--- src/rtl/synth_prog_pkg.sv ---
package synth_prog_pkg;
  localparam int unsigned NIB_W_DEF  = 4;
  localparam int unsigned SEL_W_DEF  = 3;
  localparam int unsigned M_W_DEF    = 10;
  localparam int unsigned A_W_DEF    = 7;
  localparam int unsigned R_W_DEF    = 11;
  localparam int unsigned R_MIN_DEF  = 3;
  localparam int unsigned SYNC_DEF   = 2;
  localparam int unsigned XFER_WORD  = 0;

  function automatic int unsigned words_for(int unsigned bits, int unsigned nib);
    return (bits + nib - 1) / nib;
  endfunction
endpackage

--- src/rtl/sync_stage.sv ---
module sync_stage #(
  parameter int unsigned W      = 1,
  parameter int unsigned STAGES = 2
) (
  input  logic         clk_i,
  input  logic         rst_ni,
  input  logic [W-1:0] d_i,
  output logic [W-1:0] q_o
);
  logic [W-1:0] stg_q [STAGES];

  always_ff @(posedge clk_i or negedge rst_ni) begin
    if (!rst_ni) begin
      for (int i = 0; i < int'(STAGES); i++) stg_q[i] <= '0;
    end else begin
      stg_q[0] <= d_i;
      for (int i = 1; i < int'(STAGES); i++) stg_q[i] <= stg_q[i-1];
    end
  end

  assign q_o = stg_q[STAGES-1];
endmodule

--- src/rtl/strobe_capture.sv ---
module strobe_capture #(
  parameter int unsigned SEL_W = 3,
  parameter int unsigned NIB_W = 4
) (
  input  logic             clk_i,
  input  logic             rst_ni,
  input  logic             stb_i,
  input  logic [SEL_W-1:0] sel_i,
  input  logic [NIB_W-1:0] dat_i,
  output logic             commit_o,
  output logic [SEL_W-1:0] sel_o,
  output logic [NIB_W-1:0] dat_o
);
  logic             stb_prev_q;
  logic [SEL_W-1:0] hold_sel_q;
  logic [NIB_W-1:0] hold_dat_q;

  always_ff @(posedge clk_i or negedge rst_ni) begin
    if (!rst_ni) begin
      stb_prev_q <= 1'b0;
      hold_sel_q <= '0;
      hold_dat_q <= '0;
    end else begin
      stb_prev_q <= stb_i;
      // last value seen while strobe high wins
      if (stb_i) begin
        hold_sel_q <= sel_i;
        hold_dat_q <= dat_i;
      end
    end
  end

  assign commit_o = stb_prev_q & ~stb_i;
  assign sel_o    = hold_sel_q;
  assign dat_o    = hold_dat_q;
endmodule

--- src/rtl/field_rank.sv ---
module field_rank #(
  parameter int unsigned W     = 10,
  parameter int unsigned BASE  = 0,
  parameter int unsigned NIB_W = 4,
  parameter int unsigned SEL_W = 3
) (
  input  logic             clk_i,
  input  logic             rst_ni,
  input  logic             wr_i,
  input  logic [SEL_W-1:0] sel_i,
  input  logic [NIB_W-1:0] dat_i,
  output logic [W-1:0]     rank_o,
  output logic [W-1:0]     next_o
);
  logic [W-1:0] rank_q;

  // bit b of the field lives in word BASE + b/NIB_W, position b%NIB_W
  always_comb begin
    next_o = rank_q;
    for (int b = 0; b < int'(W); b++) begin
      if (wr_i && sel_i == SEL_W'(int'(BASE) + b / int'(NIB_W)))
        next_o[b] = dat_i[b % int'(NIB_W)];
    end
  end

  always_ff @(posedge clk_i or negedge rst_ni) begin
    if (!rst_ni) rank_q <= '0;
    else         rank_q <= next_o;
  end

  assign rank_o = rank_q;
endmodule

--- src/rtl/synth_prog_if.sv ---
module synth_prog_if
  import synth_prog_pkg::*;
#(
  parameter int unsigned NIB_W       = NIB_W_DEF,
  parameter int unsigned SEL_W       = SEL_W_DEF,
  parameter int unsigned M_W         = M_W_DEF,
  parameter int unsigned A_W         = A_W_DEF,
  parameter int unsigned R_W         = R_W_DEF,
  parameter int unsigned R_MIN       = R_MIN_DEF,
  parameter int unsigned SYNC_STAGES = SYNC_DEF
) (
  input  logic             clk_i,
  input  logic             rst_ni,
  input  logic             strobe_i,
  input  logic [SEL_W-1:0] sel_i,
  input  logic [NIB_W-1:0] data_i,
  output logic [M_W-1:0]   m_o,
  output logic [A_W-1:0]   a_o,
  output logic [R_W-1:0]   r_o,
  output logic             reload_o
);
  localparam int unsigned M_BASE = 0;
  localparam int unsigned A_BASE = M_BASE + words_for(M_W, NIB_W);
  localparam int unsigned R_BASE = A_BASE + words_for(A_W, NIB_W);
  localparam int unsigned IN_W   = 1 + SEL_W + NIB_W;

  logic [IN_W-1:0]  raw_in, syn_in;
  logic             stb_s;
  logic [SEL_W-1:0] sel_s, cap_sel;
  logic [NIB_W-1:0] dat_s, cap_dat;
  logic             commit, xfer;
  logic [M_W-1:0]   m_stage, m_next;
  logic [A_W-1:0]   a_stage, a_next;
  logic [R_W-1:0]   r_stage, r_next, r_clamped;
  logic [M_W-1:0]   m_q;
  logic [A_W-1:0]   a_q;
  logic [R_W-1:0]   r_q;
  logic             xfer_q, reload_q;

  assign raw_in = {strobe_i, sel_i, data_i};
  assign {stb_s, sel_s, dat_s} = syn_in;

  sync_stage #(.W(IN_W), .STAGES(SYNC_STAGES)) u_sync (
    .clk_i(clk_i), .rst_ni(rst_ni), .d_i(raw_in), .q_o(syn_in)
  );

  strobe_capture #(.SEL_W(SEL_W), .NIB_W(NIB_W)) u_cap (
    .clk_i(clk_i), .rst_ni(rst_ni), .stb_i(stb_s), .sel_i(sel_s), .dat_i(dat_s),
    .commit_o(commit), .sel_o(cap_sel), .dat_o(cap_dat)
  );

  field_rank #(.W(M_W), .BASE(M_BASE), .NIB_W(NIB_W), .SEL_W(SEL_W)) u_m_rank (
    .clk_i(clk_i), .rst_ni(rst_ni), .wr_i(commit), .sel_i(cap_sel), .dat_i(cap_dat),
    .rank_o(m_stage), .next_o(m_next)
  );

  field_rank #(.W(A_W), .BASE(A_BASE), .NIB_W(NIB_W), .SEL_W(SEL_W)) u_a_rank (
    .clk_i(clk_i), .rst_ni(rst_ni), .wr_i(commit), .sel_i(cap_sel), .dat_i(cap_dat),
    .rank_o(a_stage), .next_o(a_next)
  );

  field_rank #(.W(R_W), .BASE(R_BASE), .NIB_W(NIB_W), .SEL_W(SEL_W)) u_r_rank (
    .clk_i(clk_i), .rst_ni(rst_ni), .wr_i(commit), .sel_i(cap_sel), .dat_i(cap_dat),
    .rank_o(r_stage), .next_o(r_next)
  );

  assign xfer      = commit && (cap_sel == SEL_W'(XFER_WORD));
  assign r_clamped = (r_next < R_W'(R_MIN)) ? R_W'(R_MIN) : r_next;

  always_ff @(posedge clk_i or negedge rst_ni) begin
    if (!rst_ni) begin
      m_q      <= '0;
      a_q      <= '0;
      r_q      <= '0;
      xfer_q   <= 1'b0;
      reload_q <= 1'b0;
    end else begin
      // transfer uses merged next values so the word-0 nibble lands too
      if (xfer) begin
        m_q <= m_next;
        a_q <= a_next;
        r_q <= r_clamped;
      end
      xfer_q   <= xfer;
      reload_q <= xfer_q;
    end
  end

  assign m_o      = m_q;
  assign a_o      = a_q;
  assign r_o      = r_q;
  assign reload_o = reload_q;
endmodule

--- config.mk ---
export PLATFORM = sky130hd
export DESIGN_NAME = synth_prog_if
export DESIGN_NICKNAME = d
export VERILOG_FILES = /design/src/rtl/synth_prog_pkg.sv /design/src/rtl/sync_stage.sv /design/src/rtl/strobe_capture.sv /design/src/rtl/field_rank.sv /design/src/rtl/synth_prog_if.sv
export SDC_FILE = /design/constraint.sdc
export NUM_CORES = 1
export LEC_CHECK = 0
export BUFFER_PORTS_ARGS = -buffer_cell sky130_fd_sc_hd__buf_4
export CAP_MARGIN = 20
export CORE_UTILIZATION = 50
export CTS_BUF_LIST = sky130_fd_sc_hd__clkbuf_16
export DETAILED_ROUTE_END_ITERATION = 10
export MAX_ROUTING_LAYER = met4
export PLACE_DENSITY_LB_ADDON = 0.12
export SETUP_SLACK_MARGIN = 0.05
export SLEW_MARGIN = 15
export SYNTH_ARGS = -nofsm -noshare
export SYNTH_HDL_FRONTEND = slang
export SYNTH_SLANG_ARGS = --single-unit
--- constraint.sdc ---
create_clock -name clk_i -period 2 [get_ports clk_i]
set_input_delay 0 -clock clk_i [delete_from_list [all_inputs] [get_ports clk_i]]
set_output_delay 0 -clock clk_i [all_outputs]
set_load 0.01 [all_outputs]
* Yosys cells after proc, flatten, opt, wreduce, memory -nomap -nowiden
Cells that the tools add are included.
** Storage, ports and cells
- Bits in registers :: 82
- Input port bits :: 10
- Output and inout bits :: 29
** Cells by class
- $lt $le $gt $ge :: 1
- Equal/unequal tests :: 7
- Mux-type cells :: 29
- Bitwise logic cells :: 2
- Reductions and logical operators :: 9
** Operators with widths (count)
- 1-bit 2-to-1 mux :: 28
- 3-bit equality test (second input constant) :: 4
- 11-bit by 2-bit < comparator with 1-bit output (second input constant) :: 1
- 11-bit 2-to-1 mux :: 1
- 1-bit logical AND :: 8
- 3-bit by 2-bit equality test with 1-bit output (second input constant) :: 2
- 3-bit by 1-bit equality test with 1-bit output (second input constant) :: 1
- 3-bit logical NOT :: 1
- 1-bit AND :: 1
- 1-bit NOT :: 1

* Depth between registers and ports, before layout
Gate-level depths: netlist of run 1.
- Depth after elaboration :: 6
- Mapped depth :: 9
- Gate-level depth less buffers :: 5

* Modules after synthesis
Synthesis of run 1 repeated with hierarchy kept, for this count alone.
** Unflattened totals
- Cells, all modules :: 175
- Area, all modules :: 3072.9 sq um
** By module, submodules not included
- synth_prog_if :: times used 1, cells an instance 70, area an instance 1152.4 sq um, seq. area each 750.7 sq um
- sync_stage :: times used 1, cells an instance 24, area an instance 460.4 sq um, seq. area each 400.4 sq um
- field_rank (u_r_rank) :: times used 1, cells an instance 25, area an instance 422.9 sq um, seq. area each 275.3 sq um
- field_rank (u_m_rank) :: times used 1, cells an instance 23, area an instance 415.4 sq um, seq. area each 250.2 sq um
- strobe_capture :: times used 1, cells an instance 17, area an instance 325.3 sq um, seq. area each 200.2 sq um
- field_rank (u_a_rank) :: times used 1, cells an instance 16, area an instance 296.5 sq um, seq. area each 175.2 sq um

* Worst setup path before layout of run 1
OpenSTA, ideal clock, no wires.
- Kind :: reg2reg
- Start :: register u_sync.stg_q (netlist bit u_sync.q_o[7])
- End :: register r_q[6], in the netlist r_o[6]
- Arrival :: 2.007 ns
- Required time :: 1.875 ns
- Setup slack :: -0.131 ns
- Cell stages (with the launch flop) :: 9
- Period minus slack after synthesis :: 2.131 ns
- Path through :: dfrtp_1 -> buf_6 -> or3b_1 -> buf_6 -> or3_1 -> buf_4 -> clkinv_4 -> buf_6 -> mux2_2
** Between the ends
- Cells in the longest elaborated chain, start to end :: 6
- Elaborated cells between the ends (all ways) :: 19
- Classes of those cells :: 1 x order compare; 12 x mux; 2 x bitwise; 4 x reduce/logical
** RTL lines
- from (decl) :: line sync_stage.sv:10 : logic [W-1:0] stg_q [STAGES];
- 1-bit NOT (*) :: line strobe_capture.sv:33 : assign commit_o = stb_prev_q & ~stb_i;
- 1-bit AND (*) :: line strobe_capture.sv:33
- 1-bit logical AND :: line field_rank.sv:21 : if (wr_i && sel_i == SEL_W'(int'(BASE) + b / int'(NIB_W)))
- 1-bit 2-to-1 mux :: line field_rank.sv:21
- 11-bit by 2-bit < comparator with 1-bit output :: line synth_prog_if.sv:68 : assign r_clamped = (r_next < R_W'(R_MIN)) ? R_W'(R_MIN) : r_next;
- 11-bit 2-to-1 mux :: line synth_prog_if.sv:68
- to (signal assigned) :: line synth_prog_if.sv:82 : r_q <= r_clamped;
- to (decl) :: line synth_prog_if.sv:37 : logic [R_W-1:0] r_q;
Mark *: on every way between the ends. The rest lies on a longest branch, timed or not.
A chain may end at the register's enable or synchronous reset.

* Final worst setup path of run 1
- Start :: register u_cap.hold_sel_q[2], in the netlist u_cap.sel_o[2]
- End :: register m_q[9], in the netlist m_o[9]
** Between the ends
- Cells in the longest elaborated chain, start to end :: 3
- Elaborated cells between the ends (all ways) :: 5
- Classes of those cells :: 1 x eq/ne; 1 x mux; 3 x reduce/logical
** RTL lines
- from (decl) :: line strobe_capture.sv:15 : logic [SEL_W-1:0] hold_sel_q;
- from (signal assigned) :: line strobe_capture.sv:27 : hold_sel_q <= sel_i;
- 3-bit by 2-bit equality test with 1-bit output :: line field_rank.sv:21
- 1-bit logical AND :: line field_rank.sv:21
- 1-bit 2-to-1 mux :: line field_rank.sv:21
- via m_next[9] :: line synth_prog_if.sv:32 : logic [M_W-1:0] m_stage, m_next;
- to (signal assigned) :: line synth_prog_if.sv:80 : m_q <= m_next;
- to (decl) :: line synth_prog_if.sv:35 : logic [M_W-1:0] m_q;
The timed path passes the listed nets, and every way through them passes these cells.

==> impl_metrics.ini, run 1 <==
[clocking]
root_buffer = clkbuf_16
htreeDepth = 3
cts_made_buffers = 9
insertion_delay_ns = 0.32
path_clk_slew_ns = 0.05
cts_num_sinks = 78
clk_path_buf_depth = 2
cts_tree = yes

[routing]
detail-route-antenna-nets = 0
finalWirelength_um = 4930
via_per_inst = 5.03
dr.pass1.iters = 4
drc = 0
wire_per_inst_um = 14.4
num_vias = 1714
first_iter_violations = 61

[worst_setup_path]
path_class = flop to flop
max_stage_delay_ns = 0.42
critPathSlowestCell = or3b_4
critPathArrivalTime_ns = 2.10
crit_fanout = 4
worst-r2r-cell-count = 4
r2r_start = u_cap.sel_o[2]$_DFFE_PN0P_
path_buf_inv = 0
worstPathCellList = or3b_4 -> or3b_4 -> mux2_4 -> mux2_4
crit_required_ns = 2.21
rrSetupSlack_ns = 0.10
path_delay_family = simple AND/OR/NAND/NOR gates
start_kind = flop
r2r_end = m_o[9]$_DFFE_PN0P_
end_kind = flop

[placed_design]
pre_cts_slack_ns = 0.100
place.gp.congestion = 0.760
io_buffers = 38
dp_hpwl_um = 3150

[final_layout]
syn2layout_area_growth_pct = 27.8
final_layout_size_suffix_gt1_frac = 0.401
diodes = 0
nNetsFinal = 274

[power_and_ir_drop]
p_int_w = 0.00373
p_comb_frac = 0.213
sw_frac_of_total = 0.252
seq_power_share = 0.457
p_leak_nw = 1.77
clkPwrFrac = 0.330
switchingPower_w = 0.00126
power-per-cell-area_mw_per_mm2 = 1350
peakVddDrop_mv = 0.663

[grt]
antenna_found_initial = 0
grt.total_usage = 0.197
grt_pass1_vias = 1734
grt-ovfl-total = 0
grt_pass1_wl_um = 8670
grt_max_degree = 46

[timing]
fin_hold_ws_ns = 0.237
rsz0062_at_grt = no
fmax_ghz = 0.528
period_share = 0.948
worstMarginPinSlew_ns = 0.576
maxSlewViolCount = 0
worst_slack_ns = 0.104
hold_violations = 0
setup_viol = 0
period_needed_ns = 1.90
slew_headroom = 0.616
skew_ns = 0.00494

[synth]
syn_nets = 217
ys_types = 28
synth_warnings = 0
synth-seq-cells = 78
synthArstFlopShare = 1.00
synth_area_per_cell_um2 = 14.0
synth_area_mm2 = 0.00290
synth-edff-count = 0
synth-seq-area-share = 0.674
synthFlopType = dfrtp_1
syn_inst = 207

[die]
start_util = 0.523
top_level_ports = 39
die-area_mm2 = 0.00610
die_h_um = 78.1
core_area_mm2 = 0.00554
die_w_um = 78.1
rows = 27

[run]
max-cap-violations = 0

[status]
status = finished clean

[min_path]
hold_path_class = input port to asynchronous set/reset pin
## registers in the layout, summed over array words and instances (netlist names)
signal            flops
u_a_rank.rank_o       7
r_o                  11
u_cap.sel_o           3
u_m_rank.rank_o       6
a_o                   7
u_cap.dat_o           4
xfer_q                1
u_sync.stg_q          8
u_sync.q_o            8
m_o                  10
u_cap.stb_prev_q      1
reload_o              1
u_r_rank.rank_o      11
## power by group through the flow
stage	combinational, W	clock, W	sequential, W
6_report	0.00106	0.00165	0.00228
5_1_grt	0.00118	0.00174	0.00235
4_1_cts	0.00108	0.00169	0.00228
3_5_place_dp	0.00106	0	0.00231
3_3_place_gp	0.00104	0	0.00229
2_1_floorplan	0.000488	0	0.00234
## kinds of logic (layout without fill, tap and decap cells)
kind of cell	Yosys count	in the layout	share of synthesized area
AO/OA/AOI/OAI	9	9	0.0186
buffers and inverters	11	73	0.0255
flip-flops	78	78	0.674
multiplexers	44	44	0.176
AND/OR/NAND/NOR	65	65	0.106
## cell type report
cell class	count	area, µm²
well taps	72	90.1
clock inverters	7	80.1
inverters	1	16.3
multi-input cells	118	883
repair buffers	56	455
clock buffers	9	225
fillers	436	1840
flip-flops and latches	78	1950
## synthesized netlist by cell type, types with 2 or more instances
cell type	number	area share
buf_6	3	0.012
nor4b_1	2	0.0060
nor2_1	10	0.013
mux2_4	4	0.021
o21ai_0	3	0.0052
buf_1	2	0.0026
clkbuf_1	3	0.0039
dfrtp_1	78	0.67
nor3_1	2	0.0035
nor4_1	3	0.0065
nand2_1	39	0.051
mux2_2	40	0.16
a21oi_1	3	0.0052
## metrics by stage
| step | TNS (ns) | total power [W] | util | area, µm² | instances |
|---|---|---|---|---|---|
| 3_5_place_dp | 0 | 0.00337 | 0.596 | 3300 | 316 |
| 6_report | 0 | 0.00499 | 0.668 | 3700 | 341 |
| 2_1_floorplan | -0.363 | 0.00283 | - | 2920 | 207 |
| 4_1_cts | 0 | 0.00505 | 0.667 | 3690 | 341 |
| 3_3_place_gp | 0 | 0.00333 | 0.596 | 3300 | 316 |
| 5_1_grt | 0 | 0.00526 | 0.668 | 3700 | 341 |
## routing by layer
layer | vias to the layer above | GRT usage | share of wire
met5 | - | - | 0
met4 | 0 | 0.100 | 0.019
met3 | 9 | 0.0395 | 0.034
met2 | 36 | 0.288 | 0.46
met1 | 846 | 0.264 | 0.48
li1 | 823 | - | -
## worst max-delay path by stage
stage | from | endpoint | cells past startpoint
finish | u_cap.sel_o[2]$_DFFE_PN0P_ | m_o[9]$_DFFE_PN0P_ | 4
global route | u_cap.sel_o[2]$_DFFE_PN0P_ | m_o[9]$_DFFE_PN0P_ | 4
CTS | u_cap.sel_o[2]$_DFFE_PN0P_ | r_o[10]$_DFFE_PN0P_ | 4
detailed placement | u_cap.sel_o[2]$_DFFE_PN0P_ | a_o[6]$_DFFE_PN0P_ | 4
global placement | u_cap.sel_o[2]$_DFFE_PN0P_ | m_o[8]$_DFFE_PN0P_ | 4
floorplan | u_sync.q_o[7]$_DFF_PN0_ | r_o[6]$_DFFE_PN0P_ | 8
## worst register-to-register path: stages, from the launching register on
cell and delay, ns:
dfrtp_1 0.40, or3b_4 0.42, or3b_4 0.40, mux2_4 0.31, mux2_4 0.25
## cells in the final DEF, fill, tap and decap left out, drive strengths merged, types with 2 or more instances in the layout
cell type / n
nor4b: 2
clkbuf: 9
dfrtp: 78
clkinv: 5
nor4: 3
dlygate4sd3: 9
o21ai: 3
a21oi: 3
bufinv: 2
or3b: 2
nor2: 10
buf: 47
nor3: 2
nand2: 39
mux2: 44
## what timing repair did
item                                    4_1_cts  5_1_grt
setup buffers                                 0        0
endpoints found under the hold margin        52        0
gates resized for setup                       0        2
endpoints found under the setup margin        0       12
hold buffers                                  9        0
Power figures use the tool's default switching activity.
==> run 2: changes to the inputs <==
--- a/config.mk
+++ b/config.mk
@@ -11,7 +11,7 @@
 export CTS_BUF_LIST = sky130_fd_sc_hd__clkbuf_16
 export DETAILED_ROUTE_END_ITERATION = 10
 export MAX_ROUTING_LAYER = met4
-export PLACE_DENSITY_LB_ADDON = 0.12
+export PLACE_DENSITY = 0.74
 export SETUP_SLACK_MARGIN = 0.05
 export SLEW_MARGIN = 15
 export SYNTH_ARGS = -nofsm -noshare
==> constraint.sdc (replaced) <==
create_clock -name clk_i -period 1.6 [get_ports clk_i]
set_input_delay 0 -clock clk_i [delete_from_list [all_inputs] [get_ports clk_i]]
set_output_delay 0 -clock clk_i [all_outputs]
set_load 0.01 [all_outputs]
==> run 2 against run 1 <==
Against the previous run:
- the flow now finishes with violations (negative setup slack)
- fmax increased by 1.9%
- global-route usage decreased by 0.12 points
- flip-flop and latch count unchanged
- non-clock buffer count increased by 10
- largest power group unchanged
==> impl_metrics.ini, run 2 (synthesis gave the netlist of run 1 again) <==
[timing]
worst_slack_ns = -0.260
slew_headroom = 0.622
rsz0062_at_grt = yes
fmax_ghz = 0.537
setup_viol = 35
final.setup.tns_ns = -4.86
fin_hold_ws_ns = 0.210
period_share = 1.16
hold_violations = 0
worstMarginPinSlew_ns = 0.568
maxSlewViolCount = 0
skew_ns = 0.00483
period_needed_ns = 1.86

[final_layout]
utilization = 0.692
diodes = 0
multi_input_area_um2 = 957
syn2layout_area_growth_pct = 32.4
final_layout_size_suffix_gt1_frac = 0.455
nFillCells = 409
nNetsFinal = 284
final_cell_mix = 78 x dfrtp_1, 54 x buf_4, 37 x nand2_1
final_common_cell = dfrtp_1
stdcell_area_mm2 = 0.00383
regArea_mm2 = 0.00195

[routing]
first_iter_violations = 83
finalWirelength_um = 5150
num_vias = 1754
detail-route-antenna-nets = 0
via_per_inst = 5.00
dr.pass1.iters = 4
drc = 0
wire_per_inst_um = 14.7

[worst_setup_path]
worstPathCellList = or3b_4 -> or3b_4 -> mux2_4 -> mux2_4
r2r_start = u_cap.sel_o[2]$_DFFE_PN0P_
crit_fanout = 3
crit_required_ns = 1.81
max_stage_delay_ns = 0.40
cp-startpoint = u_cap.sel_o[2]$_DFFE_PN0P_
path_delay_family = simple AND/OR/NAND/NOR gates
path_class = flop to flop
path_buf_inv = 0
critPathArrivalTime_ns = 2.07
end_kind = flop
critPathSlowestCell = or3b_4
start_kind = flop

[power_and_ir_drop]
p_leak_nw = 1.86
peakVddDrop_mv = 1.17
power-per-cell-area_mw_per_mm2 = 1630
p_total_w = 0.00627

[placed_design]
place.gp.congestion = 0.796
place_area_mm2 = 0.00337
io_buffers = 38
dp_hpwl_um = 3250

[status]
status = finished, violations left
violations = negative setup slack

[die]
core_area_mm2 = 0.00554
die_h_um = 78.1
die_w_um = 78.1
top_level_ports = 39
die-area_mm2 = 0.00610
start_util = 0.523
rows = 27

[clocking]
cts_tree = yes
cts_num_sinks = 78
cts_made_buffers = 9
clk_path_buf_depth = 2
insertion_delay_ns = 0.33
root_buffer = clkbuf_16
path_clk_slew_ns = 0.06
htreeDepth = 3

[run]
max-cap-violations = 0

[grt]
antenna_found_initial = 0
grt.total_usage = 0.196
grt_pass1_vias = 1757
grt-ovfl-total = 0
grt_pass1_wl_um = 8580
grt_max_degree = 47

[min_path]
hold_path_class = input port to asynchronous set/reset pin
-- run 2: cell count changes in the layout (fill, tap and decap cells not counted), sizes merged --
cell	delta
buf	+10
bufinv	-1
clkinv	+1
clkinvlp	+1
inv	-1
-- run 2: cell type report --
| cell class | count | share of cell area |
|---|---|---|
| clock buffers | 9 | 0.0587 |
| clock inverters | 7 | 0.0170 |
| inverters | 1 | 0.00424 |
| multi-input cells | 118 | 0.250 |
| flip-flops and latches | 78 | 0.509 |
| well taps | 72 | 0.0235 |
| repair buffers | 66 | 0.138 |
-- run 2: worst paths after layout --
kind	cells past startpoint	slack (ns)	end
worst min-delay path	2	0.21	m_o[3]$_DFFE_PN0P_
worst min register to register	0	0.34	u_sync.q_o[3]$_DFF_PN0_
worst max register to register	4	-0.26	m_o[8]$_DFFE_PN0P_
worst max-delay path	4	-0.26	m_o[8]$_DFFE_PN0P_
min in group clk_i	2	0.32	u_sync.stg_q[8]$_DFF_PN0_
max in group asynchronous	3	0.75	u_sync.stg_q[15]$_DFF_PN0_
-- run 2: per-layer routing --
layer,routed length (µm),track usage,up-vias
met1,2390,0.255,843
li1,-,-,845
met2,2360,0.289,49
met3,236,0.0419,17
met5,0,-,-
met4,155,0.106,0
-- run 2: stage by stage --
stage	setup slack [ns]	instances
2_1_floorplan	-0.470	207
3_3_place_gp	-0.236	323
3_5_place_dp	-0.273	323
4_1_cts	-0.260	351
5_1_grt	-0.315	351
6_report	-0.260	351
-- run 2: timing repair --
action	4_1_cts	5_1_grt
hold buffers	9	0
setup endpoints to repair	43	50
buffers inserted	4	1
endpoints found under the hold margin	52	0
pin swaps	3	2
gates resized for setup	9	11
-- run 2: where the power goes --
group | switching (W) | internal, W | leakage [nW]
registers | 0.000323 | 0.00252 | 0.962
logic | 0.000578 | 0.000880 | 0.752
clock network | 0.000770 | 0.00119 | 0.143
==> run 3: changes to the inputs <==
--- a/config.mk
+++ b/config.mk
@@ -7,11 +7,14 @@
 export LEC_CHECK = 0
 export BUFFER_PORTS_ARGS = -buffer_cell sky130_fd_sc_hd__buf_4
 export CAP_MARGIN = 20
-export CORE_UTILIZATION = 50
+export CELL_PAD_IN_SITES_DETAIL_PLACEMENT = 0
+export CELL_PAD_IN_SITES_GLOBAL_PLACEMENT = 1
+export CORE_ASPECT_RATIO = 0.8
+export CORE_UTILIZATION = 41
 export CTS_BUF_LIST = sky130_fd_sc_hd__clkbuf_16
 export DETAILED_ROUTE_END_ITERATION = 10
 export MAX_ROUTING_LAYER = met4
-export PLACE_DENSITY = 0.74
+export PLACE_DENSITY_LB_ADDON = 0.1
 export SETUP_SLACK_MARGIN = 0.05
 export SLEW_MARGIN = 15
 export SYNTH_ARGS = -nofsm -noshare
==> run 3 against run 2 <==
Against the previous run:
- the run still ends with negative setup slack left
- fmax fell by 0.54%
- critical path depth did not move
- via count rose by 1.2%
- worst hold slack got worse by 0.042 ns
- critical path type unchanged
- highest routed layer is now met3
==> impl_metrics.ini, run 3 (synthesis gave the netlist of run 1 again) <==
[final_layout]
syn2layout_area_growth_pct = 41.1
nFillCells = 557
final_cell_mix = 77 x dfrtp_1, 53 x buf_4, 33 x mux2_2
final_layout_size_suffix_gt1_frac = 0.530
regArea_mm2 = 0.00195
nNetsFinal = 290
utilization = 0.596
final_common_cell = dfrtp_1
diodes = 0
multi_input_area_mm2 = 0.00105

[worst_setup_path]
critPathSlowestCell = or3b_4
crit_fanout = 3
critPathArrivalTime_ns = 2.08
start_kind = flop
r2r_end = m_o[8]$_DFFE_PN0P_
crit_required_ns = 1.81
worst-r2r-cell-count = 4
max_stage_delay_ns = 0.41
path_class = flop to flop
path_delay_family = simple AND/OR/NAND/NOR gates
r2r_start = u_cap.sel_o[2]$_DFFE_PN0P_
path_buf_inv = 0
rrSetupSlack_ns = -0.27
end_kind = flop
worstPathCellList = or3b_4 -> or3b_4 -> mux2_4 -> mux2_4

[run]
max-cap-violations = 0

[timing]
maxSlewViolCount = 0
worstMarginPinSlew_ns = 0.438
setup_viol = 34
skew_ns = 0.00781
worst_slack_ns = -0.271
period_share = 1.17
slew_headroom = 0.708
rsz0062_at_grt = yes
period_needed_ns = 1.87
fmax_ghz = 0.535
final.setup.tns_ns = -4.40
hold_violations = 0

[clocking]
insertion_delay_ns = 0.33
path_clk_slew_ns = 0.06
cts_num_sinks = 78
cts_tree = yes
htreeDepth = 3
cts_made_buffers = 9
clk_path_buf_depth = 2
root_buffer = clkbuf_16

[placed_design]
place.gp.congestion = 0.725
io_buffers = 38
dp_hpwl_um = 3610

[power_and_ir_drop]
switchingPower_w = 0.00173
power-per-cell-area_mw_per_mm2 = 1600
peakVddDrop_mv = 0.779
p_int_w = 0.00482
sw_frac_of_total = 0.264
p_leak_nw = 1.93
seq_power_share = 0.440
clkPwrFrac = 0.323
p_comb_frac = 0.238

[die]
start_util = 0.422
die_h_um = 77.2
die_w_um = 96.0
die-area_mm2 = 0.00741
rows = 27
top_level_ports = 39
core_area_mm2 = 0.00686

[routing]
via_per_inst = 4.77
finalWirelength_um = 5650
num_vias = 1775
wire_per_inst_um = 15.2
detail-route-antenna-nets = 0
dr.pass1.iters = 4
drc = 0
first_iter_violations = 98

[status]
violations = negative setup slack
status = finished, violations left

[grt]
grt_max_degree = 34
antenna_found_initial = 0
grt.total_usage = 0.180
grt-ovfl-total = 0
grt_pass1_wl_um = 9450
grt_pass1_vias = 1789

[min_path]
hold_path_class = input port to asynchronous set/reset pin
-- run 3: changes by cell type in the layout (fill, tap and decap cells not counted), sizes merged --
cell,delta
bufinv,+1
inv,+2
buf,+6
clkinv,-4
clkinvlp,+1
-- run 3: layer usage --
layer,vias up,part of all wire,GRT usage,wire length [µm]
met5,-,0,-,0
met4,0,0,0.0403,0
met3,0,0.045,0.0655,254
met2,39,0.47,0.261,2670
met1,881,0.48,0.242,2720
li1,855,-,-,-
-- run 3: power by group through the flow --
stage	registers (W)	logic [W]	clock network [W]
6_report	0.00288	0.00156	0.00211
5_1_grt	0.00296	0.00171	0.00226
4_1_cts	0.00284	0.00151	0.00216
3_5_place_dp	0.00286	0.00141	0
3_3_place_gp	0.00286	0.00138	0
2_1_floorplan	0.00293	0.000634	0
-- run 3: cell type report --
class | count | area share
clock inverters | 7 | 0.0224
clock buffers | 9 | 0.0551
flip-flops and latches | 78 | 0.478
well taps | 87 | 0.0266
repair buffers | 72 | 0.158
inverters | 1 | 0.00398
multi-input cells | 118 | 0.256
-- run 3: worst max path at each step --
stage / startpoint / to / slack, ns / cells past startpoint
6_report: u_cap.sel_o[2]$_DFFE_PN0P_ / m_o[8]$_DFFE_PN0P_ / -0.27 / 4
3_5_place_dp: u_cap.sel_o[2]$_DFFE_PN0P_ / m_o[8]$_DFFE_PN0P_ / -0.26 / 4
4_1_cts: u_cap.sel_o[2]$_DFFE_PN0P_ / m_o[8]$_DFFE_PN0P_ / -0.26 / 4
3_3_place_gp: u_cap.sel_o[2]$_DFFE_PN0P_ / m_o[9]$_DFFE_PN0P_ / -0.24 / 4
2_1_floorplan: u_sync.q_o[7]$_DFF_PN0_ / r_o[6]$_DFFE_PN0P_ / -0.47 / 8
5_1_grt: u_cap.sel_o[2]$_DFFE_PN0P_ / m_o[8]$_DFFE_PN0P_ / -0.33 / 4
-- run 3: per-stage QoR --
stage,hold slack [ns],std cells,worst slack (ns),power (W),cell area [µm²]
2_1_floorplan,-0.296,207,-0.470,0.00357,2940
3_3_place_gp,-0.0212,339,-0.245,0.00424,3400
3_5_place_dp,-0.0211,339,-0.257,0.00428,3400
4_1_cts,0.175,369,-0.255,0.00652,3920
5_1_grt,0.211,372,-0.327,0.00693,4090
6_report,0.168,372,-0.271,0.00655,4090
-- run 3: worst register-to-register path, stage by stage (launching register included) --
cell and delay (ns):
dfrtp_1 0.37, or3b_4 0.41, or3b_4 0.40, mux2_4 0.32
mux2_4 0.26
-- run 3: what timing repair did --
action,4_1_cts,5_1_grt
resized for setup,18,37
hold buffers,9,0
hold endpoints to repair,61,0
endpoints found under the setup margin,43,53
pin swaps,1,13
setup buffers,5,6
